File: src/rtl/alu_pkg.sv
package alu_pkg;
  typedef enum logic [2:0] {
    K_ADD, K_OR, K_AND, K_SUB, K_XOR, K_CMP, K_NOT, K_BAD
  } alu_kind_e;

  typedef struct packed {
    alu_kind_e kind;
    logic      to_reg;
    logic      writes;
    logic      sets_flags;
    logic      legal;
  } alu_ctl_t;

  typedef struct packed {
    logic s;
    logic z;
    logic c;
    logic o;
  } alu_flags_t;

  localparam logic [7:0] OPC_UNARY = 8'hF7;
  localparam logic [2:0] SUB_NOT   = 3'd2;
endpackage

File: src/rtl/alu_decode.sv
module alu_decode
  import alu_pkg::*;
(
  input  logic [7:0] opcode,
  input  logic [2:0] subop,
  output alu_ctl_t   ctl
);
  logic two_opnd_form;
  assign two_opnd_form = (opcode[7:6] == 2'b00) && !opcode[2] && opcode[0];

  always_comb begin
    ctl = '{kind: K_BAD, to_reg: 1'b0, writes: 1'b0, sets_flags: 1'b0, legal: 1'b0};
    if (two_opnd_form) begin
      ctl.to_reg     = opcode[1];
      ctl.legal      = 1'b1;
      ctl.writes     = 1'b1;
      ctl.sets_flags = 1'b1;
      case (opcode[5:3])
        3'd0: ctl.kind = K_ADD;
        3'd1: ctl.kind = K_OR;
        3'd4: ctl.kind = K_AND;
        3'd5: ctl.kind = K_SUB;
        3'd6: ctl.kind = K_XOR;
        3'd7: begin
          ctl.kind   = K_CMP;
          ctl.writes = 1'b0;
        end
        default: ctl = '{kind: K_BAD, to_reg: 1'b0, writes: 1'b0,
                         sets_flags: 1'b0, legal: 1'b0};
      endcase
    end else if (opcode == OPC_UNARY && subop == SUB_NOT) begin
      ctl.kind   = K_NOT;
      ctl.legal  = 1'b1;
      ctl.writes = 1'b1;
    end
  end
endmodule

File: src/rtl/alu_core.sv
module alu_core
  import alu_pkg::*;
#(
  parameter int W = 32
) (
  input  alu_kind_e    kind,
  input  logic [W-1:0] lhs,
  input  logic [W-1:0] rhs,
  output logic [W-1:0] res,
  output alu_flags_t   nf
);
  localparam int MSB = W - 1;

  logic [W:0] sum_x;
  logic [W:0] dif_x;
  assign sum_x = {1'b0, lhs} + {1'b0, rhs};
  assign dif_x = {1'b0, lhs} - {1'b0, rhs};

  logic [W-1:0] r;
  logic         cy, ov;

  always_comb begin
    cy = 1'b0;
    ov = 1'b0;
    case (kind)
      K_ADD: begin
        r  = sum_x[MSB:0];
        cy = sum_x[W];
        ov = (lhs[MSB] == rhs[MSB]) && (sum_x[MSB] != lhs[MSB]);
      end
      K_SUB, K_CMP: begin
        r  = dif_x[MSB:0];
        cy = dif_x[W];
        ov = (lhs[MSB] != rhs[MSB]) && (dif_x[MSB] != lhs[MSB]);
      end
      K_AND:   r = lhs & rhs;
      K_OR:    r = lhs | rhs;
      K_XOR:   r = lhs ^ rhs;
      K_NOT:   r = ~lhs;
      default: r = '0;
    endcase
  end

  assign res  = r;
  assign nf.s = r[MSB];
  assign nf.z = (r == '0);
  assign nf.c = cy;
  assign nf.o = ov;
endmodule

File: src/rtl/alu_flag_reg.sv
module alu_flag_reg
  import alu_pkg::*;
(
  input  logic       clk,
  input  logic       rst_n,
  input  logic       load,
  input  alu_flags_t d,
  output alu_flags_t q
);
  always_ff @(posedge clk or negedge rst_n) begin
    if (!rst_n)    q <= '0;
    else if (load) q <= d;
  end
endmodule

File: src/rtl/alu_flags_unit.sv
module alu_flags_unit
  import alu_pkg::*;
#(
  parameter int W = 32
) (
  input  logic         clk,
  input  logic         rst_n,
  input  logic         op_valid,
  input  logic [7:0]   opcode,
  input  logic [2:0]   subop,
  input  logic [W-1:0] reg_opnd,
  input  logic [W-1:0] rm_opnd,
  output logic [W-1:0] result,
  output logic         wb_en,
  output logic         wb_to_reg,
  output logic         illegal,
  output logic         sign_f,
  output logic         zero_f,
  output logic         carry_f,
  output logic         ovf_f
);
  alu_ctl_t     ctl;
  alu_flags_t   nxt_flags, flags_q;
  logic [W-1:0] lhs, rhs;

  alu_decode u_dec (.opcode(opcode), .subop(subop), .ctl(ctl));

  assign lhs = ctl.to_reg ? reg_opnd : rm_opnd;
  assign rhs = ctl.to_reg ? rm_opnd  : reg_opnd;

  alu_core #(.W(W)) u_core (.kind(ctl.kind), .lhs(lhs), .rhs(rhs),
                            .res(result), .nf(nxt_flags));

  alu_flag_reg u_flags (.clk(clk), .rst_n(rst_n),
                        .load(op_valid && ctl.sets_flags),
                        .d(nxt_flags), .q(flags_q));

  assign wb_en     = op_valid && ctl.writes;
  assign wb_to_reg = ctl.to_reg;
  assign illegal   = op_valid && !ctl.legal;
  assign sign_f    = flags_q.s;
  assign zero_f    = flags_q.z;
  assign carry_f   = flags_q.c;
  assign ovf_f     = flags_q.o;

  assert_idle_hold_R8: assert property (@(posedge clk) disable iff (!rst_n)
    !op_valid |=> $stable({sign_f, zero_f, carry_f, ovf_f}));

  assert_illegal_nowb_R9: assert property (@(posedge clk) disable iff (!rst_n)
    illegal |-> !wb_en);

  assert_illegal_hold_R9: assert property (@(posedge clk) disable iff (!rst_n)
    illegal |=> $stable({sign_f, zero_f, carry_f, ovf_f}));

  assert_cmp_nowb_R5: assert property (@(posedge clk) disable iff (!rst_n)
    (op_valid && (opcode == 8'h39 || opcode == 8'h3B)) |-> (!wb_en && !illegal));

  assert_not_keeps_R7: assert property (@(posedge clk) disable iff (!rst_n)
    (op_valid && opcode == 8'hF7 && subop == 3'd2)
      |=> $stable({sign_f, zero_f, carry_f, ovf_f}));

  assert_logic_clear_R6: assert property (@(posedge clk) disable iff (!rst_n)
    (op_valid && (opcode == 8'h21 || opcode == 8'h23 || opcode == 8'h09 ||
                  opcode == 8'h0B || opcode == 8'h31 || opcode == 8'h33))
      |=> (!carry_f && !ovf_f));
endmodule

File: config.mk
export PLATFORM = sky130hd
export DESIGN_NAME = alu_flags_unit
export DESIGN_NICKNAME = d
export VERILOG_FILES = /design/src/rtl/alu_pkg.sv /design/src/rtl/alu_decode.sv /design/src/rtl/alu_core.sv /design/src/rtl/alu_flag_reg.sv /design/src/rtl/alu_flags_unit.sv
export SDC_FILE = /design/constraint.sdc
export NUM_CORES = 1
export LEC_CHECK = 0
export BUFFER_PORTS_ARGS = -buffer_cell sky130_fd_sc_hd__buf_2
export CAP_MARGIN = 40
export CORE_UTILIZATION = 50
export CTS_CLUSTER_DIAMETER = 30
export DETAILED_ROUTE_END_ITERATION = 8
export GPL_ROUTABILITY_DRIVEN = 0
export PLACE_DENSITY_LB_ADDON = 0.12
export SLEW_MARGIN = 20
export SYNTH_ARGS = -nofsm -noshare
export SYNTH_HDL_FRONTEND = slang
export SYNTH_SLANG_ARGS = --single-unit
File: constraint.sdc
create_clock -name clk -period 16.96 [get_ports clk]
set_input_delay 3.392 -clock clk [delete_from_list [all_inputs] [get_ports clk]]
set_output_delay 3.392 -clock clk [all_outputs]
set_load 0.01 [all_outputs]
# After elaboration in Yosys (flattened, before gate mapping)
# Index checks and enable logic that the tools add are counted.
[totals]
elab_cells = 60
regBits = 4
[classes]
bitwise = 4
n_eq_ne = 17
muxes = 16
n_addsub = 2
reduce_logical = 17
[op_table]
columns = ["op", "n"]
rows = [
  ["32-bit case mux with 6 select lines", 1],
  ["32-bit two-way mux", 2],
  ["32-bit by 32-bit adder with 33-bit output", 1],
  ["32-bit by 32-bit subtractor with 33-bit output", 1],
  ["32-bit AND", 1],
  ["32-bit zero test", 1],
  ["32-bit inverter", 1],
  ["32-bit OR", 1],
  ["32-bit XOR", 1],
  ["3-bit equality test (second input constant)", 7],
  ["3-bit case mux with 6 select lines", 1],
  ["3-bit by 2-bit equality test with 1-bit output (second input constant)", 3],
  ["8-bit equality test (second input constant)", 1],
  ["1-bit logical AND", 8],
  ["1-bit two-way mux", 8],
  ["3-bit by 1-bit equality test with 1-bit output (second input constant)", 2],
  ["3-bit zero test", 2],
  ["6-bit OR reduction", 1],
  ["5-bit OR reduction", 1],
  ["1-bit case mux with 2 select lines", 2],
  ["3-bit two-way mux", 1],
  ["1-bit inequality test", 3],
  ["1-bit zero test", 2],
  ["2-bit zero test", 1],
  ["other kinds (3)", 3],
]

# Logic depth before layout (Yosys ltp)
[depth]
depth_word = 9
ltp_mapped = 17
depth_no_buf = 15

# By module
# Synthesis repeated with hierarchy kept, for this count alone.
[hier_totals]
cells_unflattened = 1047
hier_area_um2 = 7582.3
[modules_own_cells]
columns = ["mod", "n_inst", "area_per_inst_um2", "seq_area_each_um2", "cells_each"]
rows = [
  ["alu_core", 1, 6185.9, 0.0, 947],
  ["alu_flags_unit", 1, 1096.1, 0.0, 74],
  ["alu_decode", 1, 155.1, 0.0, 18],
  ["alu_flag_reg", 1, 145.1, 100.1, 8],
]

# Least setup slack after synthesis
# Ideal clock, no wire load.
[synth_timing]
path_type = "in2out"
from = "input port opcode[7]"
to = "output port result[30]"
slack_ns = 6.718
path_buffers = 1
t_arrival_ns = 6.850
required_ns = 13.568
stages = 15
cell_sequence = "or4b_1 -> buf_6 -> o311ai_4 -> and2_1 -> ha_1 -> o21ai_1 -> a2111oi_2 -> a211o_1 -> o221ai_1 -> a21o_1 -> a21oi_1 -> o211ai_1 -> and2_1 -> o211a_1 -> o21ai_0"
[synth_between]
elab_chain_cells = 7
[synth_lines]
columns = ["item", "line_no", "rtl"]
rows = [
  ["start, declared", "alu_flags_unit.sv:9", "input logic [7:0] opcode,"],
  ["2-bit zero test or 8-bit equality test (tied branches)", "alu_decode.sv:9, alu_decode.sv:31", ""],
  ["1-bit logical AND (on tied branches)", "alu_decode.sv:9, alu_decode.sv:31", ""],
  ["1-bit logical AND or 1-bit two-way mux (tied branches)", "alu_decode.sv:9, alu_decode.sv:31", ""],
  ["1-bit two-way mux or 3-bit two-way mux (tied branches)", "alu_decode.sv:13", "if (two_opnd_form) begin"],
  ["32-bit two-way mux, or another cell as far along", "alu_flags_unit.sv:28", "assign lhs = ctl.to_reg ? reg_opnd : rm_opnd;"],
  ["32-bit by 32-bit subtractor with 33-bit output, or another cell as far along", "alu_core.sv:17", "assign dif_x = {1'b0, lhs} - {1'b0, rhs};"],
  ["32-bit case mux with 6 select lines *", "alu_core.sv:25", "case (kind)"],
  ["end, declared", "alu_flags_unit.sv:13", "output logic [W-1:0] result,"],
]
# Every way passes the cells marked *; elsewhere a longest branch is shown, timed or not.

# Final worst setup path
[layout_timing]
from = "input port opcode[4]"
to = "output port result[30]"
[layout_between]
elab_chain_cells = 7
[layout_lines]
columns = ["item", "line_no", "rtl"]
rows = [
  ["3-bit by 1-bit equality test with 1-bit output, or another cell as far along", "alu_decode.sv:18", "case (opcode[5:3])"],
  ["6-bit OR reduction (no source line) or 1-bit logical AND (tied branches)", "-", ""],
  ["1-bit two-way mux (on tied branches)", "alu_decode.sv:18, alu_decode.sv:31", ""],
  ["1-bit two-way mux or 3-bit two-way mux (tied branches)", "alu_decode.sv:13", ""],
  ["32-bit two-way mux, or another cell as far along", "alu_flags_unit.sv:28", ""],
  ["32-bit by 32-bit subtractor with 33-bit output, or another cell as far along", "alu_core.sv:17", ""],
  ["32-bit case mux with 6 select lines *", "alu_core.sv:25", ""],
]
# Marked as above.

==> flow_summary.json <==
{
  "hp-class": "flip-flop to flip-flop",
  "grt_max_degree": 48,
  "die-area_mm2": 0.01354,
  "antenna_found_initial": 0,
  "tns_ns": 0,
  "clock-sinks": 4,
  "avgSynthCellArea_um2": 6.528,
  "yosysMostFrequentCell": "nor2_1",
  "grtUsageTotal_pct": 35.83,
  "grt_first_pass_wirelength_mm": 38.35,
  "rsz0062_at_grt": "false",
  "fin_area_mm2": 0.007233,
  "clockRootBuffer": "clkbuf_16",
  "cp_data_arrival_time_ns": 7.96,
  "grt_overflow": 0,
  "netlist_area_mm2": 0.006541,
  "firstDrtPassIters": 6,
  "grt_pass1_vias": 7351,
  "synth_edf_count": 0,
  "syn_inst": 1002,
  "synth_simple_gate_area_share_pct": 25.06,
  "ir_worst_vdd_mv": 0.03047,
  "synth_top_family_by_area": "compound AO/OA/AOI/OAI gates",
  "synth_fp_nets": 1146,
  "nets": 1212,
  "ctsHoldBuffers": 0,
  "synth-compound-area-share_pct": 43.08,
  "clk_pin_slew_ns": 0.03,
  "cts_buffers": 3,
  "place_hpwl_mm": 18.28,
  "rows": 41,
  "largest_reg_flops": 4,
  "cts_tree": "built",
  "synthAdderAreaFrac_pct": 12.74,
  "p_per_area_mw_per_mm2": 36.20,
  "synth_ff_type": "dfrtp_1",
  "viasPerCell": 6.692,
  "insertion_delay_ns": 0.22,
  "required_ns": 13.57,
  "postCtsSetupRepairBufs": 0,
  "fillers": 1287,
  "antenna_left": 0,
  "skew_ns": 0,
  "synth_top_area_share_pct": 12.43,
  "layout_min_cycle_time_ns": 11.35,
  "ys_ff_latch": 4,
  "synth_commonest_cells": "nor2_1 (98), a21oi_1 (91), inv_1 (83)",
  "ff2ff_setup_slack_ns": 16.20,
  "drive_gt1_share_pct": 17.17,
  "power.leakage_uw": 0.003264,
  "setup_viol": 0,
  "h-tree-depth": 1,
  "synthDistinctLibCells": 97,
  "cts_max_path_buffers": 2,
  "core_area_mm2": 0.01267,
  "maxSlewHeadroom_pct": 44.28,
  "die_h_um": 116.4,
  "worstSetupPathType": "primary input to output port",
  "crit_fanout": 47,
  "outcome": "complete, no violations",
  "wl_per_cell_um": 19.99,
  "period_share_pct": 66.91,
  "syn2layout_area_growth_pct": 10.58,
  "synth-xor-area-share_pct": 2.678,
  "top_regs": "u_flags.q (4)",
  "pin_count": 117,
  "drv_cap": 0,
  "max_freq_mhz": 88.12,
  "dpl-instance-area_mm2": 0.007132,
  "routed_wl_mm": 24.75,
  "finalHoldViolations": 0,
  "synthArstFlopShare_pct": 100.0,
  "die_w_um": 116.4,
  "initial_core_util_pct": 51.62,
  "synth_seq_area_share_pct": 1.530,
  "synth.area.top_cells": "ha_1 (12%), a21oi_1 (7.0%), o21ai_0 (6.2%)",
  "ys_warn_count": 0,
  "cts_resized": 0,
  "drv_slew": 0,
  "antennaDiodeCount": 0,
  "finalPower_uw": 261.8,
  "tightestPinTransition_ns": 0.8301,
  "yosys.area.top_type": "ha_1",
  "worstSetupStartpointType": "primary input",
  "port-buffer-count": 116,
  "drtIter0Drc": 1112,
  "muxShareOfSynthArea_pct": 5.279,
  "num_vias": 8285,
  "top_register": "u_flags.q",
  "drc": 0,
  "end_kind": "output port"
}
[report_power, final]
part	internal (uW)	switching, uW
clock network	30.1	6.26
logic	79.3	136
registers	10.2	0.280
total	120	142
[metal layers]
layer	global-route usage [%]	vias to the layer above	wire, um
li1	-	3877	-
met1	51.05	3748	10340
met5	0	-	0
met4	14.79	0	1015
met3	3.529	73	2950
met2	54.71	587	10440
[cells in the final DEF, fill, tap and decap left out, types with 7 or more instances in the layout]
master | netlist | routed
a211oi_1 | 20 | 20
a21o_1 | 14 | 14
a21oi_1 | 91 | 91
a221o_1 | 7 | 7
a221oi_1 | 9 | 9
a31oi_1 | 10 | 10
buf_2 | 14 | 116
buf_4 | 3 | 13
ha_1 | 65 | 65
inv_1 | 83 | 83
mux2_2 | 13 | 13
mux2i_1 | 15 | 15
nand2_1 | 71 | 71
nand2b_1 | 36 | 36
nand3_1 | 25 | 25
nand4_1 | 10 | 10
nor2_1 | 98 | 98
nor2b_1 | 9 | 9
nor3_1 | 22 | 21
nor4_1 | 13 | 12
o211ai_1 | 17 | 17
o21a_1 | 12 | 12
o21ai_0 | 81 | 81
o21ai_1 | 8 | 8
o221ai_1 | 15 | 15
o22ai_1 | 17 | 17
or3_1 | 8 | 8
xnor2_1 | 15 | 15
[layout make-up]
type	count	area [um^2]	area share, %
clock buffer	3	75.07	1.038
tap	172	215.2	2.975
sequential	4	100.1	1.384
multi-input combinational	844	5822	80.49
timing repair buffer	131	704.4	9.739
inverter	84	316.6	4.376
[cell families after synthesis]
family | count (synthesis)
AO/OA/AOI/OAI | 399
AND/OR/NAND/NOR | 327
buffers and inverters | 154
adder cells (fa/ha/maj) | 66
multiplexers | 32
XOR/XNOR | 20
flip-flops | 4
[final timing paths]
path                         startpoint           end  cells after the start
setup / recovery              opcode[4]    result[30]                     15
hold / removal             u_flags.q[0]  u_flags.q[0]                      2
setup reg to reg           u_flags.q[1]  u_flags.q[1]                      1
hold reg to reg            u_flags.q[0]  u_flags.q[0]                      2
max in group asynchronous         rst_n  u_flags.q[2]                      1
min in group asynchronous         rst_n  u_flags.q[1]                      1
[per-stage QoR]
step	worst slack (ns)	hold slack, ns	utilization (%)	instances
6_report	5.612	0.4772	57.08	1238
5_1_grt	5.363	0.5242	57.08	1238
4_1_cts	5.758	0.4846	56.88	1236
3_5_place_dp	5.765	0.4780	56.29	1233
3_3_place_gp	5.940	0.4710	56.17	1231
2_1_floorplan	6.718	0.5162	-	1002
[critical path, cell delays in order]
cell and delay [ns]:
buf_2 0.37, nand2b_1 0.21, nand3_2 0.11, buf_4 0.50
clkinv_2 0.69, o31ai_2 0.60, a211o_1 0.19, o221ai_1 0.26
a21o_1 0.31, a21oi_1 0.23, o211ai_1 0.16, and2_1 0.20
o211a_1 0.20, o21ai_0 0.29, buf_2 0.20
No activity file was read; power rests on OpenSTA's default activity.
